<file path="src/rtl/pwm_evt_pkg.sv">
package pwm_evt_pkg;

  localparam int unsigned PERIOD_ADDR = 0;

  typedef enum logic [1:0] {
    LVL_HOLD = 2'd0,
    LVL_SET  = 2'd1,
    LVL_CLR  = 2'd2
  } lvl_act_e;

  // Clear has priority over set so that a zero duty never emits a pulse.
  function automatic lvl_act_e pick_action(input logic set_e, input logic clr_e);
    lvl_act_e a;
    if (clr_e)      a = LVL_CLR;
    else if (set_e) a = LVL_SET;
    else            a = LVL_HOLD;
    return a;
  endfunction

endpackage

</file>
<file path="src/rtl/pwm_evt_regs.sv">
module pwm_evt_regs #(
  parameter int CNT_W  = 6,
  parameter int NUM_CH = 4,
  parameter int ADDR_W = 3
) (
  input  logic                           clk,
  input  logic                           rst,
  input  logic                           wr_en,
  input  logic [ADDR_W-1:0]              wr_addr,
  input  logic [CNT_W:0]                 wr_data,
  input  logic                           load,
  output logic [CNT_W-1:0]               per_shd,
  output logic [CNT_W-1:0]               per_act,
  output logic [NUM_CH-1:0][CNT_W-1:0]   duty_shd,
  output logic [NUM_CH-1:0][CNT_W-1:0]   duty_act,
  output logic [NUM_CH-1:0]              frc_shd,
  output logic [NUM_CH-1:0]              frc_act
);
  import pwm_evt_pkg::*;

  localparam logic [ADDR_W-1:0] PER_ADDR = ADDR_W'(PERIOD_ADDR);

  logic per_hit;
  assign per_hit = wr_en && (wr_addr == PER_ADDR);

  always_ff @(posedge clk) begin
    if (rst)          per_shd <= '1;
    else if (per_hit) per_shd <= wr_data[CNT_W-1:0];
  end

  always_ff @(posedge clk) begin
    if (rst)       per_act <= '1;
    else if (load) per_act <= per_shd;
  end

  for (genvar ch = 0; ch < NUM_CH; ch++) begin : g_ch
    localparam logic [ADDR_W-1:0] MY_ADDR = ADDR_W'(ch + 1);
    logic hit;
    assign hit = wr_en && (wr_addr == MY_ADDR);

    always_ff @(posedge clk) begin
      if (rst) begin
        duty_shd[ch] <= '0;
        frc_shd[ch]  <= 1'b0;
      end else if (hit) begin
        duty_shd[ch] <= wr_data[CNT_W-1:0];
        frc_shd[ch]  <= wr_data[CNT_W];
      end
    end

    always_ff @(posedge clk) begin
      if (rst) begin
        duty_act[ch] <= '0;
        frc_act[ch]  <= 1'b0;
      end else if (load) begin
        duty_act[ch] <= duty_shd[ch];
        frc_act[ch]  <= frc_shd[ch];
      end
    end
  end

endmodule

</file>
<file path="src/rtl/pwm_evt_timebase.sv">
module pwm_evt_timebase #(
  parameter int CNT_W = 6
) (
  input  logic             clk,
  input  logic             rst,
  input  logic             run_en,
  input  logic [CNT_W-1:0] per_act,
  output logic [CNT_W-1:0] cnt,
  output logic [CNT_W-1:0] cnt_nxt,
  output logic             running,
  output logic             set_evt
);
  logic wrap;

  assign wrap    = running && (cnt == per_act);
  // Start-up and wrap both begin a cycle at tick 0.
  assign set_evt = run_en && (!running || wrap);

  always_comb begin
    if (!running || wrap) cnt_nxt = '0;
    else                  cnt_nxt = cnt + CNT_W'(1);
  end

  always_ff @(posedge clk) begin
    if (rst || !run_en) begin
      cnt     <= '0;
      running <= 1'b0;
    end else begin
      cnt     <= cnt_nxt;
      running <= 1'b1;
    end
  end

endmodule

</file>
<file path="src/rtl/pwm_evt_channel.sv">
module pwm_evt_channel #(
  parameter int CNT_W = 6
) (
  input  logic             clk,
  input  logic             rst,
  input  logic             run_en,
  input  logic             set_evt,
  input  logic [CNT_W-1:0] cnt_nxt,
  input  logic [CNT_W-1:0] duty_now,
  input  logic             frc_now,
  output logic             pwm_q
);
  import pwm_evt_pkg::*;

  logic     clr_evt;
  lvl_act_e act;

  assign clr_evt = !frc_now && (cnt_nxt == duty_now);
  assign act     = pick_action(set_evt, clr_evt);

  always_ff @(posedge clk) begin
    if (rst || !run_en) begin
      pwm_q <= 1'b0;
    end else begin
      case (act)
        LVL_CLR: pwm_q <= 1'b0;
        LVL_SET: pwm_q <= 1'b1;
        default: pwm_q <= pwm_q;
      endcase
    end
  end

endmodule

</file>
<file path="src/rtl/pwm_evt_quad.sv">
module pwm_evt_quad #(
  parameter  int CNT_W  = 6,
  parameter  int NUM_CH = 4,
  localparam int ADDR_W = $clog2(NUM_CH + 1)
) (
  input  logic              clk,
  input  logic              rst,
  input  logic              run_en,
  input  logic              wr_en,
  input  logic [ADDR_W-1:0] wr_addr,
  input  logic [CNT_W:0]    wr_data,
  output logic [NUM_CH-1:0] pwm_out
);
  logic [CNT_W-1:0]             per_shd, per_act;
  logic [NUM_CH-1:0][CNT_W-1:0] duty_shd, duty_act;
  logic [NUM_CH-1:0]            frc_shd, frc_act;
  logic [CNT_W-1:0]             cnt_q, cnt_nxt;
  logic                         running, set_evt;

  pwm_evt_regs #(.CNT_W(CNT_W), .NUM_CH(NUM_CH), .ADDR_W(ADDR_W)) u_regs (
    .clk(clk), .rst(rst), .wr_en(wr_en), .wr_addr(wr_addr), .wr_data(wr_data),
    .load(set_evt), .per_shd(per_shd), .per_act(per_act),
    .duty_shd(duty_shd), .duty_act(duty_act), .frc_shd(frc_shd), .frc_act(frc_act)
  );

  pwm_evt_timebase #(.CNT_W(CNT_W)) u_tb (
    .clk(clk), .rst(rst), .run_en(run_en), .per_act(per_act),
    .cnt(cnt_q), .cnt_nxt(cnt_nxt), .running(running), .set_evt(set_evt)
  );

  for (genvar ch = 0; ch < NUM_CH; ch++) begin : g_out
    logic [CNT_W-1:0] duty_now;
    logic             frc_now;
    // On a set event the cycle about to start uses the reload values.
    assign duty_now = set_evt ? duty_shd[ch] : duty_act[ch];
    assign frc_now  = set_evt ? frc_shd[ch]  : frc_act[ch];

    pwm_evt_channel #(.CNT_W(CNT_W)) u_ch (
      .clk(clk), .rst(rst), .run_en(run_en), .set_evt(set_evt),
      .cnt_nxt(cnt_nxt), .duty_now(duty_now), .frc_now(frc_now),
      .pwm_q(pwm_out[ch])
    );
  end

endmodule

</file>
<file path="config.mk">
export PLATFORM = sky130hd
export DESIGN_NAME = pwm_evt_quad
export DESIGN_NICKNAME = d
export VERILOG_FILES = /design/src/rtl/pwm_evt_pkg.sv /design/src/rtl/pwm_evt_regs.sv /design/src/rtl/pwm_evt_timebase.sv /design/src/rtl/pwm_evt_channel.sv /design/src/rtl/pwm_evt_quad.sv
export SDC_FILE = /design/constraint.sdc
export NUM_CORES = 1
export LEC_CHECK = 0
export ABC_CLOCK_PERIOD_IN_PS = 2600
export BUFFER_PORTS_ARGS = -buffer_cell sky130_fd_sc_hd__buf_4
export CAP_MARGIN = 30
export CORE_ASPECT_RATIO = 1.4
export CORE_MARGIN = 2
export CORE_UTILIZATION = 32
export DETAILED_ROUTE_END_ITERATION = 6
export GPL_ROUTABILITY_DRIVEN = 0
export GPL_TIMING_DRIVEN = 0
export HOLD_SLACK_MARGIN = 0.15
export SYNTH_ARGS = -nofsm -noshare
export SYNTH_HDL_FRONTEND = slang
export SYNTH_SLANG_ARGS = --single-unit
export TNS_END_PERCENT = 5
</file>
<file path="constraint.sdc">
create_clock -name clk -period 2.6 [get_ports clk]
set_input_delay 0.26 -clock clk [delete_from_list [all_inputs] [get_ports clk]]
set_output_delay 0.26 -clock clk [all_outputs]
set_load 0.005 [all_outputs]
</file>
# Word-level counts from Yosys, hierarchy flattened
# Index checks and enable logic that the tools add are counted.
[totals] n_memories=0 register_bits=79 inputBits=14 out_inout_bits=4 ram_bits=0 latchBits=0 mem_bits_ro=0 elab_cells=85
[op_classes] n_reduce_logical=24 n_eq_ne=17 multipliers=0 addsub=1 n_bitwise=0 magnitude_cmp=0 n_div=0 n_mux=19 shifts=0
[op_table] op="$eq 6x6->1" count=5
[op_table] op="$mux 6" count=5
[op_table] op="$logic_and 1x1->1" count=11
[op_table] op="$eq 2x1->1 const B" count=4
[op_table] op="$eq 2x2->1 const B" count=4
[op_table] op="$mux 2" count=4
[op_table] op="$pmux 1 s2" count=4
[op_table] op="$reduce_bool 2->1" count=4
[op_table] op="$add 6x1->6 const B" count=1
[op_table] op="$eq 3x2->1 const B" count=2
[op_table] op="$logic_not 1->1" count=6
[op_table] op="$mux 1" count=6
[op_table] op="$eq 3x1->1 const B" count=1
[op_table] op="$eq 3x3->1 const B" count=1
[op_table] op="$logic_not 3->1" count=1
[op_table] op="$logic_or 1x1->1" count=2

# Depth between registers and ports, before layout
# Gate-level depths: netlist (run 1).
[logic_depth] depth_word=10 depth_mapped=10 mapped_depth_nobuf=7

# Cells and area by module
# A second synthesis (run 1) with hierarchy kept.
[hier_totals] hier_cells=369 area_unflattened_um2=3908.7
[modules_own_cells] mod="pwm_evt_regs" cells_per_inst=239 instances=1 seq_area_each_um2=1361.3 area_each_um2=2598.7
[modules_own_cells] mod="pwm_evt_timebase" cells_per_inst=51 instances=1 seq_area_each_um2=140.1 area_each_um2=467.9
[modules_own_cells] mod="pwm_evt_quad" cells_per_inst=31 instances=1 seq_area_each_um2=0.0 area_each_um2=441.7
[modules_own_cells] mod="pwm_evt_channel" cells_per_inst=12 instances=4 seq_area_each_um2=20.0 area_each_um2=100.1

# Least setup slack after synthesis (run 1)
# Ideal clock, no wire load.
[synth_path] path_type="reg-to-reg" start="register u_tb.cnt[4]" end="register g_out[2].u_ch.pwm_q" synth_period_minus_slack_ns=1.964 arrival_ns=1.846 stages_incl_launch_ff=10 path_buffers=2 setup_ns=0.119 required_ns=2.481 path_slack_ns=0.636 path_cell_list="dfxtp_1 xnor2_1 and4_4 buf_6 buf_8 nand2_2 a311oi_2 xnor2_1 nand3_1 o221a_1"
[synth_between] elab_chain_len=10 elab_cells_between_ends=17 cone_classes="add/sub: 1; eq/ne: 4; mux: 6; reduce/logical: 6"
[synth_rtl] element="start, declared" line="pwm_evt_timebase.sv:8" text="output logic [CNT_W-1:0] cnt,"
[synth_rtl] element="start signal, assigned" line="pwm_evt_timebase.sv:29" text="cnt <= cnt_nxt;"
[synth_rtl] element="parallel branches: the longest is 7 deep, another holds $add 6x1->6"
[synth_rtl] element="$mux 2 (*)" line="pwm_evt_pkg.sv:14" text="if (clr_e) a = LVL_CLR;"
[synth_rtl] element="$eq 2x1->1 / $eq 2x2->1 (equally long branches)" line="pwm_evt_channel.sv:25" text="case (act)"
[synth_rtl] element="$pmux 1 s2 / $reduce_bool 2->1 (equally long branches)"
[synth_rtl] element="end signal, assigned" line="pwm_evt_channel.sv:28" text="default: pwm_q <= pwm_q;"
[synth_rtl] element="end, declared" line="pwm_evt_channel.sv:11" text="output logic pwm_q"
# Mark *: on every way between the ends.
# A chain may end at the register's enable or synchronous reset.

# Worst setup path after layout (run 1)
[layout_path] start="register u_tb.cnt[0]" end="register g_out[2].u_ch.pwm_q"
# The elaborated chain is that of the path after synthesis.

==> metrics.txt, run 1 <==
status complete, no violations; via count 3,294; Post-Syn Nets 454; r2r setup slk 240 ps; leakage 1.696 nW; ANT cells 0; Root Buffer clkbuf_16; syn avg cell area 8.813 um^2; Clock transition at path regs 60 ps; CP required 2830 ps; final setup violation count 0; DR iter-0 viols 253; vias in the first global route 3,182; dominant cell type by area after synthesis dfxtp_1; I/O Pins 18; Clock Sinks 79; Clock Latency Late Sink 340 ps; worst-path cell chain xnor2_1, and4_4, buf_6, buf_8, a21oi_4, buf_4, nand2_2, xnor2_1, o21ai_0, o221a_1; share of post-route cells with drive strength above 1 14.26%; Area contributors post-synth dfxtp_1 (41%), mux2i_1 (9.6%), nand2_1 (5.5%); largest net degree at the start of global routing 13; Rows 47; final design instance area without fill 0.004472 mm^2; nets@finish 481; Die X 96.93 um; pwr/cell area 609.3 mW/mm^2; vias per inst 5.339; adder-cell area share of the yosys netlist 0.3234%; Most common cell on crit path xnor2_1; Worst path max stage delay 410 ps; CTS buffer count 9; slowest CP cell dfxtp_1; unrepaired setup endpoints after global routing no; wire per inst 17.24 um; Final Hold Vio Count 0; ys flop type dfxtp_1; Fillers 1,197; Post-synth ARST share 0%; first-pass GRT wire length 16.99 mm; GRT Overall Usage 16.90%; yosys warns 0; Worst setup SP type register; remaining global-route overflow 0; simple-gate area share of the yosys netlist 21.73%; critical path fanouts, max 10; setup tns final 0 ps; Remaining DRCs 0; Die Y 134.1 um; mux share of post-synthesis cell area 9.573%; First-pass DRT Iterations 6; DP Area 0.004178 mm^2; Max-cap violations 0; HP Class in -> reg; peak supply drop 350.3 uV; Max clock buf depth 2; Overall Power 2.724 mW; Final Critical Period 2361 ps; post-layout util 37.83%; Synth Register Bits 79; initial core utilization 32.73%; critical path type reg -> reg; compound-cell area share of the yosys netlist 15.98%; arrival time of the worst setup path 2590 ps; Slew HR 39.05%; CTS tree yes; post-DP HPWL 8.019 mm; largest family of logic cells by synthesized area simple AND/OR/NAND/NOR gates; Synth Area in XOR/XNOR 6.339%; Max Slew Vio Count 0; commonest non-fill, non-tap cell in the layout dfxtp_1; Seq/Total Area, Yosys 40.88%; Antenna Nets Post-Route 0; synthesized netlist cell count 439; Yosys cell types 62; top cell type's share of synthesized area 40.88%; PortBufs 16; final WL 10.64 mm; initial antenna violation count 0; Worst Clk Skew 5.661 ps; final worst-path cycle share 90.82%; Layout area overhead 15.59%; EDFF count, synth 0; core area 0.01182 mm^2; Worst-Margin Slew 909.3 ps; most frequent cells in the layout dfxtp_1 (79), nand2_1 (57), nor2_1 (55); die area 0.01300 mm^2; CP bufs+invs 3; Worst setup EP type register; Post-CTS Setup Bufs 0; Mapped Area 0.003869 mm^2; CP delay by family, top compound AO/OA/AOI/OAI gates; Fmax 423.5 MHz; H-tree levels 3
==> flip-flops by register name, summed over array words and instances (netlist names) <==
register and count:
u_tb.cnt 6, u_regs.per_shd 6, u_regs.duty_act 24, u_regs.per_act 6, u_regs.frc_shd 4, g_out.u_ch.pwm_q 4, u_regs.duty_shd 24, u_tb.running 1
u_regs.frc_act 4
==> metrics by stage <==
| step | setup slack, ps | hold slack, ps | instances |
|---|---|---|---|
| after global routing | 65.48 | 201.4 | 617 |
| final | 238.6 | 191.6 | 617 |
| after CTS | 180.9 | 182.6 | 617 |
| after floorplan | 635.8 | 377.9 | 439 |
| after global placement | 200.8 | 440.6 | 602 |
| after detailed placement | 199.6 | 448.2 | 602 |
==> cell usage after synthesis (4+ instances only) <==
master     n
nand3_1   17
o21ai_0   10
a211o_1    6
clkbuf_1  11
nand2_1   57
xnor2_1   15
a31oi_1    7
buf_2      7
nor3_1     6
nor2b_1   11
nor2_1    55
buf_4      5
mux2i_1   37
nand3b_1   6
and3_1     8
dfxtp_1   79
a21oi_1   23
buf_6      4
xor2_1     8
a41oi_1    4
inv_1      4
==> kinds of logic (layout without fill, tap and decap cells) <==
kind of cell | after synthesis | in the layout
AO/OA/AOI/OAI | 84 | 84
buffers and inverters | 35 | 66
flip-flops | 79 | 79
adder cells (fa/ha/maj) | 1 | 1
XOR/XNOR | 25 | 25
AND/OR/NAND/NOR | 178 | 178
multiplexers | 37 | 37
==> metal layers <==
metal | track usage [%] | up-vias | part of all wire [%]
met5 | 0 | - | 0
met4 | 9.859 | 0 | 4.4
met3 | 2.970 | 38 | 5.1
met2 | 29.55 | 131 | 51
met1 | 19.26 | 1534 | 40
li1 | - | 1591 | -
==> layout make-up <==
cell class,count,area (um^2),share of cell area (%)
Buffer,31,186.4,4.169
Clock buffer,11,232.7,5.204
Clock inverter,4,47.55,1.063
Inverter,4,15.01,0.3358
Multi-Input combinational cell,325,2105,47.06
Sequential cell,79,1582,35.37
Tap cell,147,183.9,4.113
Timing Repair Buffer,16,120.1,2.686
==> path summary, 6_finish.rpt <==
path                     startpoint                   to  cells past startpoint
setup reg to reg        u_tb.cnt[0]  g_out[2].u_ch.pwm_q                     10
hold / removal           wr_data[4]    u_regs.per_shd[4]                      2
hold reg to reg   u_regs.frc_act[0]    u_regs.frc_act[0]                      2
setup / recovery        u_tb.cnt[0]  g_out[2].u_ch.pwm_q                     10
==> repair_timing <==
action | CTS | global route
resized for setup | 0 | 3
setup endpoints to repair | 0 | 3
hold buffers | 0 | 0
==> report_power, final <==
group	leakage [nW]	internal [mW]	switching (mW)
clock	0.135	0.735	0.478
combinational	0.920	0.0953	0.155
sequential	0.641	1.24	0.0216
No activity file was read; power rests on OpenSTA's default activity.
==> inputs of run 2 (changes only) <==
ABC_CLOCK_PERIOD_IN_PS = 2180   (was 2600)
CORE_UTILIZATION = 30   (was 32)
clock period = 2.18 ns   (was 2.6 ns; I/O delays follow)
==> metrics.txt, run 2 (same netlist as run 1, synthesis figures left out) <==
r2r setup slk -130 ps (was 240 ps); violated checks setup timing; Switch Pwr 0.8131 mW (was 0.6546 mW); Clock Sinks 79 (unchanged); Worst setup EP type register (unchanged); wire per inst 17.51 um (was 17.24 um); slowest CP cell a2111oi_4 (was dfxtp_1); CTS buffer count 9 (unchanged); peak supply drop 357.5 uV (was 350.3 uV); Max Slew Vio Count 0 (unchanged); core area 0.01269 mm^2 (was 0.01182 mm^2); critical path type reg -> reg (unchanged); Max clock buf depth 2 (unchanged); First-pass DRT Iterations 5 (was 6); Worst-Margin Slew 820.5 ps (was 909.3 ps); post-DP HPWL 8.179 mm (was 8.019 mm); Layout area overhead 26.36% (was 15.59%); Clock transition at path regs 60 ps (about the same); Worst setup SP type register (unchanged); final setup violation count 3 (was 0); die area 0.01383 mm^2 (was 0.01300 mm^2); Clock Power Share 45.0% (was 44.5%); share of post-route cells with drive strength above 1 22.43% (was 14.26%); Fillers 1,220 (was 1,197); status finished, violations left (was complete, no violations); cell-internal power 2.562 mW (was 2.070 mW); commonest non-fill, non-tap cell in the layout dfxtp_1 (unchanged); Remaining DRCs 0 (unchanged); DR iter-0 viols 385 (was 253); arrival time of the worst setup path 2500 ps (was 2590 ps); unrepaired setup endpoints after global routing yes (was no); Logic pwr share 10.3% (was 9.2%); remaining global-route overflow 0 (unchanged); worst-path cell chain xnor2_4, and4_4, buf_6, buf_8, a31o_4, a2111oi_4, o21ai_2, mux2i_2, a41oi_2 (was xnor2_1, and4_4, buf_6, buf_8, a21oi_4, buf_4, nand2_2, xnor2_1, o21ai_0, o221a_1); post-layout util 38.52% (was 37.83%); Worst path depth 9 (was 10); Antenna Nets Post-Route 0 (unchanged); nets@finish 497 (was 481); critical path fanouts, max 10 (unchanged); Final Critical Period 2309 ps (was 2361 ps); vias per inst 5.332 (was 5.339); first-pass GRT wire length 17.51 mm (was 16.99 mm); sequential share of power 44.8% (was 46.3%); Final Hold Vio Count 0 (unchanged); initial antenna violation count 0 (unchanged); Sw Ratio 24.09% (was 24.03%); vias in the first global route 3,288 (was 3,182); CP required 2370 ps (was 2830 ps); Crit Reg-Reg Endpoint g_out[3].u_ch.pwm_q (was g_out[2].u_ch.pwm_q); Slew HR 45.10% (was 39.05%); Root Buffer clkbuf_16 (unchanged); Setup WS post-layout -129.4 ps (was 238.6 ps); Worst Clk Skew 5.978 ps (was 5.661 ps); Fmax 433.0 MHz (was 423.5 MHz); Rows 49 (was 47); setup tns final -155.4 ps (was 0 ps); hold path cells 2 (unchanged); area of the multi-input gates 0.002349 mm^2 (was 0.002105 mm^2); via count 3,407 (was 3,294); biggest regs u_regs.duty_act: 24 flops, u_regs.duty_shd: 24 flops (unchanged); CP bufs+invs 2 (was 3); Max-cap violations 0 (unchanged); PortBufs 16 (unchanged); GRT Overall Usage 16.34% (was 16.90%); Overall Power 3.375 mW (was 2.724 mW); Die X 99.98 um (was 96.93 um); Clock Latency Late Sink 330 ps (was 340 ps); leakage 1.861 nW (was 1.696 nW); Hold Path Sink u_regs.per_shd[1] (was u_regs.per_shd[4]); initial core utilization 30.48% (was 32.73%); final worst-path cycle share 105.9% (was 90.82%); final WL 11.19 mm (was 10.64 mm); HP Class in -> reg (unchanged); Worst path max stage delay 380 ps (was 410 ps); CP delay by family, top compound AO/OA/AOI/OAI gates (unchanged); most frequent cells in the layout dfxtp_1 (74), nand2_1 (57), nor2_1 (55) (was dfxtp_1 (79), nand2_1 (57), nor2_1 (55)); Reg-to-Reg Start u_tb.cnt[4] (was u_tb.cnt[0]); I/O Pins 18 (unchanged); sequential cell area 0.001593 mm^2 (was 0.001582 mm^2); min-delay src wr_data[1] (was wr_data[4]); Reg2Reg Depth 9 (was 10); H-tree levels 3 (unchanged); ANT cells 0 (unchanged); pwr/cell area 690.5 mW/mm^2 (was 609.3 mW/mm^2); Hold WS 153.8 ps (was 191.6 ps); Die Y 138.4 um (was 134.1 um); CTS tree yes (unchanged); largest net degree at the start of global routing 13 (unchanged)
## run 2: changes by cell type in the layout (fill, tap and decap cells not counted), sizes merged
cell and delta:
buf +16, clkinv -1, dlygate4sd3 +1
## run 2: power groups by stage
stage | Combinational, mW | Sequential, mW | Clock (mW)
floorplan | 0.193 | 1.53 | 0
global placement | 0.289 | 1.54 | 0
detailed placement | 0.295 | 1.54 | 0
CTS | 0.320 | 1.51 | 1.53
global route | 0.372 | 1.51 | 1.59
finish | 0.346 | 1.51 | 1.52
## run 2: metal layers
layer | global-route usage [%] | wire length, um | vias to the layer above
met5 | 0 | 0 | -
met4 | 10.81 | 716 | 0
met3 | 2.174 | 506 | 42
met2 | 28.52 | 5682 | 146
met1 | 18.20 | 4281 | 1601
li1 | - | - | 1618
## run 2: per-stage QoR
stage	instances	instance area, um^2	setup slack (ps)
final	639	4888	-129.4
after global routing	639	4888	-149.8
after CTS	632	4676	-23.52
after detailed placement	609	4185	-240.6
after global placement	608	4180	-272.4
after floorplan	439	3869	215.8
## run 2: worst reg2reg max path: cells and delay by family, from the launching register on
kind,cells,cell delay (ps)
AND/OR/NAND/NOR,1,200
multiplexers,1,270
AO/OA/AOI/OAI,4,890
buffers and inverters,2,270
XOR/XNOR,1,160
flip-flops,1,370
## run 2: area by class of cell
type	instances	area share, %
Multi-Input combinational cell	325	48.04
Sequential cell	79	32.58
Clock buffer	12	5.247
Timing Repair Buffer	32	4.991
Buffer	31	4.044
Tap cell	153	3.916
Clock inverter	3	0.8702
Inverter	4	0.3071
## run 2: how the worst max path moves through the flow
stage | startpoint | endpoint | slack [ps]
6_report | u_tb.cnt[4] | g_out[3].u_ch.pwm_q | -130
5_1_grt | u_tb.cnt[1] | g_out[2].u_ch.pwm_q | -150
4_1_cts | u_regs.per_act[5] | g_out[2].u_ch.pwm_q | -20
3_5_place_dp | u_tb.cnt[3] | g_out[3].u_ch.pwm_q | -240
3_3_place_gp | u_tb.cnt[0] | g_out[2].u_ch.pwm_q | -270
2_1_floorplan | u_tb.cnt[4] | g_out[2].u_ch.pwm_q | 220
## run 2: what timing repair did
item	4_1_cts	5_1_grt
setup buffers	7	7
endpoints found under the setup margin	24	4
resized for setup	24	30
endpoints found under the hold margin	1	0
pin swaps	9	13
hold buffers	1	0
==> inputs of run 3 (changes only) <==
RECOVER_POWER = 25   (was default)
==> metrics.txt, run 3 (same netlist as run 1, synthesis figures left out) <==
Final Critical Period 2295 ps (was 2309 ps); CTS tree yes (unchanged); initial core utilization 30.48% (unchanged); nets@finish 497 (unchanged); Fmax 435.7 MHz (was 433.0 MHz); Die Y 138.4 um (unchanged); remaining global-route overflow 0 (unchanged); peak supply drop 360.1 uV (was 357.5 uV); vias per inst 5.332 (unchanged); Reg-to-Reg Start u_tb.cnt[4] (unchanged); Root Buffer clkbuf_16 (unchanged); wl on met1 4.350 mm (was 4.281 mm); Hold Path Sink u_regs.per_shd[1] (unchanged); first-pass GRT wire length 17.51 mm (unchanged); status finished, violations left (unchanged); largest net degree at the start of global routing 13 (unchanged); initial antenna violation count 0 (unchanged); GRT Overall Usage 16.34% (unchanged); met2 wire length 5.659 mm (was 5.682 mm); min-delay src wr_data[1] (unchanged); violated checks setup timing (unchanged); Worst Clk Skew 7.910 ps (was 5.978 ps); Remaining DRCs 0 (unchanged); Reg2Reg Depth 9 (unchanged); Clock Sinks 79 (unchanged); Max clock buf depth 2 (unchanged); First-pass DRT Iterations 6 (was 5); Hold WS 154.0 ps (was 153.8 ps); Worst setup EP type register (unchanged); HP Class in -> reg (unchanged); Slew HR 45.46% (was 45.10%); unrepaired setup endpoints after global routing yes (unchanged); core area 0.01269 mm^2 (unchanged); post-place setup slack -240.6 ps (unchanged); Clock transition at path regs 60 ps (about the same); Die X 99.98 um (unchanged); Antenna Nets Post-Route 0 (unchanged); r2r setup slk -120 ps (was -130 ps); Overall Power 3.374 mW (was 3.375 mW); Clock Latency Late Sink 340 ps (was 330 ps); final worst-path cycle share 105.3% (was 105.9%); setup tns final -126.9 ps (was -155.4 ps); PortBufs 16 (unchanged); commonest non-fill, non-tap cell in the layout dfxtp_1 (unchanged); critical path type reg -> reg (unchanged); Max-cap violations 0 (unchanged); vias in the first global route 3,288 (unchanged); hold path cells 2 (unchanged); worst setup path start u_tb.cnt[4] (unchanged); Rows 49 (unchanged); arrival time of the worst setup path 2490 ps (was 2500 ps); I/O Pins 18 (unchanged); wire per inst 17.55 um (was 17.51 um); critical path fanouts, max 10 (unchanged); via count 3,407 (unchanged); final setup violation count 2 (was 3); leakage 1.847 nW (was 1.861 nW); final WL 11.22 mm (was 11.19 mm); uppermost layer routed met4 (unchanged); Crit Reg-Reg Endpoint g_out[3].u_ch.pwm_q (unchanged); DR iter-0 viols 444 (was 385); final cell count without fillers 639 (unchanged); post-DP HPWL 8.179 mm (unchanged); met3 WL 485 um (was 506 um); Setup WS post-layout -115.1 ps (was -129.4 ps); die area 0.01383 mm^2 (unchanged); H-tree levels 3 (unchanged); Max Slew Vio Count 0 (unchanged); dpl cells 609 (unchanged); pwr/cell area 691.3 mW/mm^2 (was 690.5 mW/mm^2); share of post-route cells with drive strength above 1 21.81% (was 22.43%); Final Hold Vio Count 0 (unchanged); most frequent cells in the layout dfxtp_1 (74), nand2_1 (57), nor2_1 (55) (unchanged); ANT cells 0 (unchanged); Worst-Margin Slew 815.0 ps (was 820.5 ps); biggest regs u_regs.duty_act: 24 flops, u_regs.duty_shd: 24 flops (unchanged); Layout area overhead 26.13% (was 26.36%); CP required 2380 ps (was 2370 ps); CTS buffer count 9 (unchanged); Worst setup SP type register (unchanged)
[run 3: how the worst max path moves through the flow]
stage,endpoint,slack [ps],cells after the start
2_1_floorplan,g_out[2].u_ch.pwm_q,220,9
3_3_place_gp,g_out[2].u_ch.pwm_q,-270,7
3_5_place_dp,g_out[3].u_ch.pwm_q,-240,8
4_1_cts,g_out[2].u_ch.pwm_q,-20,9
5_1_grt,g_out[2].u_ch.pwm_q,-150,7
6_report,g_out[3].u_ch.pwm_q,-120,9
[run 3: worst max-delay path, cell delays in order (launching register included)]
cell and delay (ps):
dfxtp_4 370, xnor2_4 160, and4_4 200, buf_6 130
buf_8 140, a31o_4 240, a2111oi_4 380, o21ai_2 120
mux2i_2 260, a41oi_2 160
[run 3: where the power goes]
group / total [mW] / switching, mW / internal, mW
logic: 0.344 / 0.202 / 0.142
clock network: 1.52 / 0.578 / 0.941
registers: 1.51 / 0.0332 / 1.48
[run 3: through the flow]
step | utilization (%) | cell area, um^2
finish | 38.45 | 4880
global route | 38.45 | 4880
CTS | 36.84 | 4676
detailed placement | 32.98 | 4185
global placement | 32.94 | 4180
floorplan | - | 3869
[run 3: cell type report]
| class | instances | area (um^2) |
|---|---|---|
| fillers | 1222 | 7811 |
| plain buffers | 31 | 197.7 |
| inverters | 4 | 15.01 |
| well taps | 153 | 191.4 |
| flip-flops and latches | 79 | 1593 |
| repair buffers | 32 | 235.2 |
| clock buffers | 12 | 256.5 |
| clock inverters | 3 | 42.54 |
| multi-input cells | 325 | 2349 |
[run 3: timing repair]
action	CTS	global route
setup endpoints to repair	24	4
pin swaps	9	13
hold endpoints to repair	1	0
hold buffers	1	0
resized for setup	24	30
buffers inserted	7	7
[run 3: per-layer routing]
metal / track usage [%] / up-vias
met2: 28.52 / 128
li1: - / 1616
met1: 18.20 / 1618
met3: 2.174 / 45
met5: 0 / -
met4: 10.81 / 0
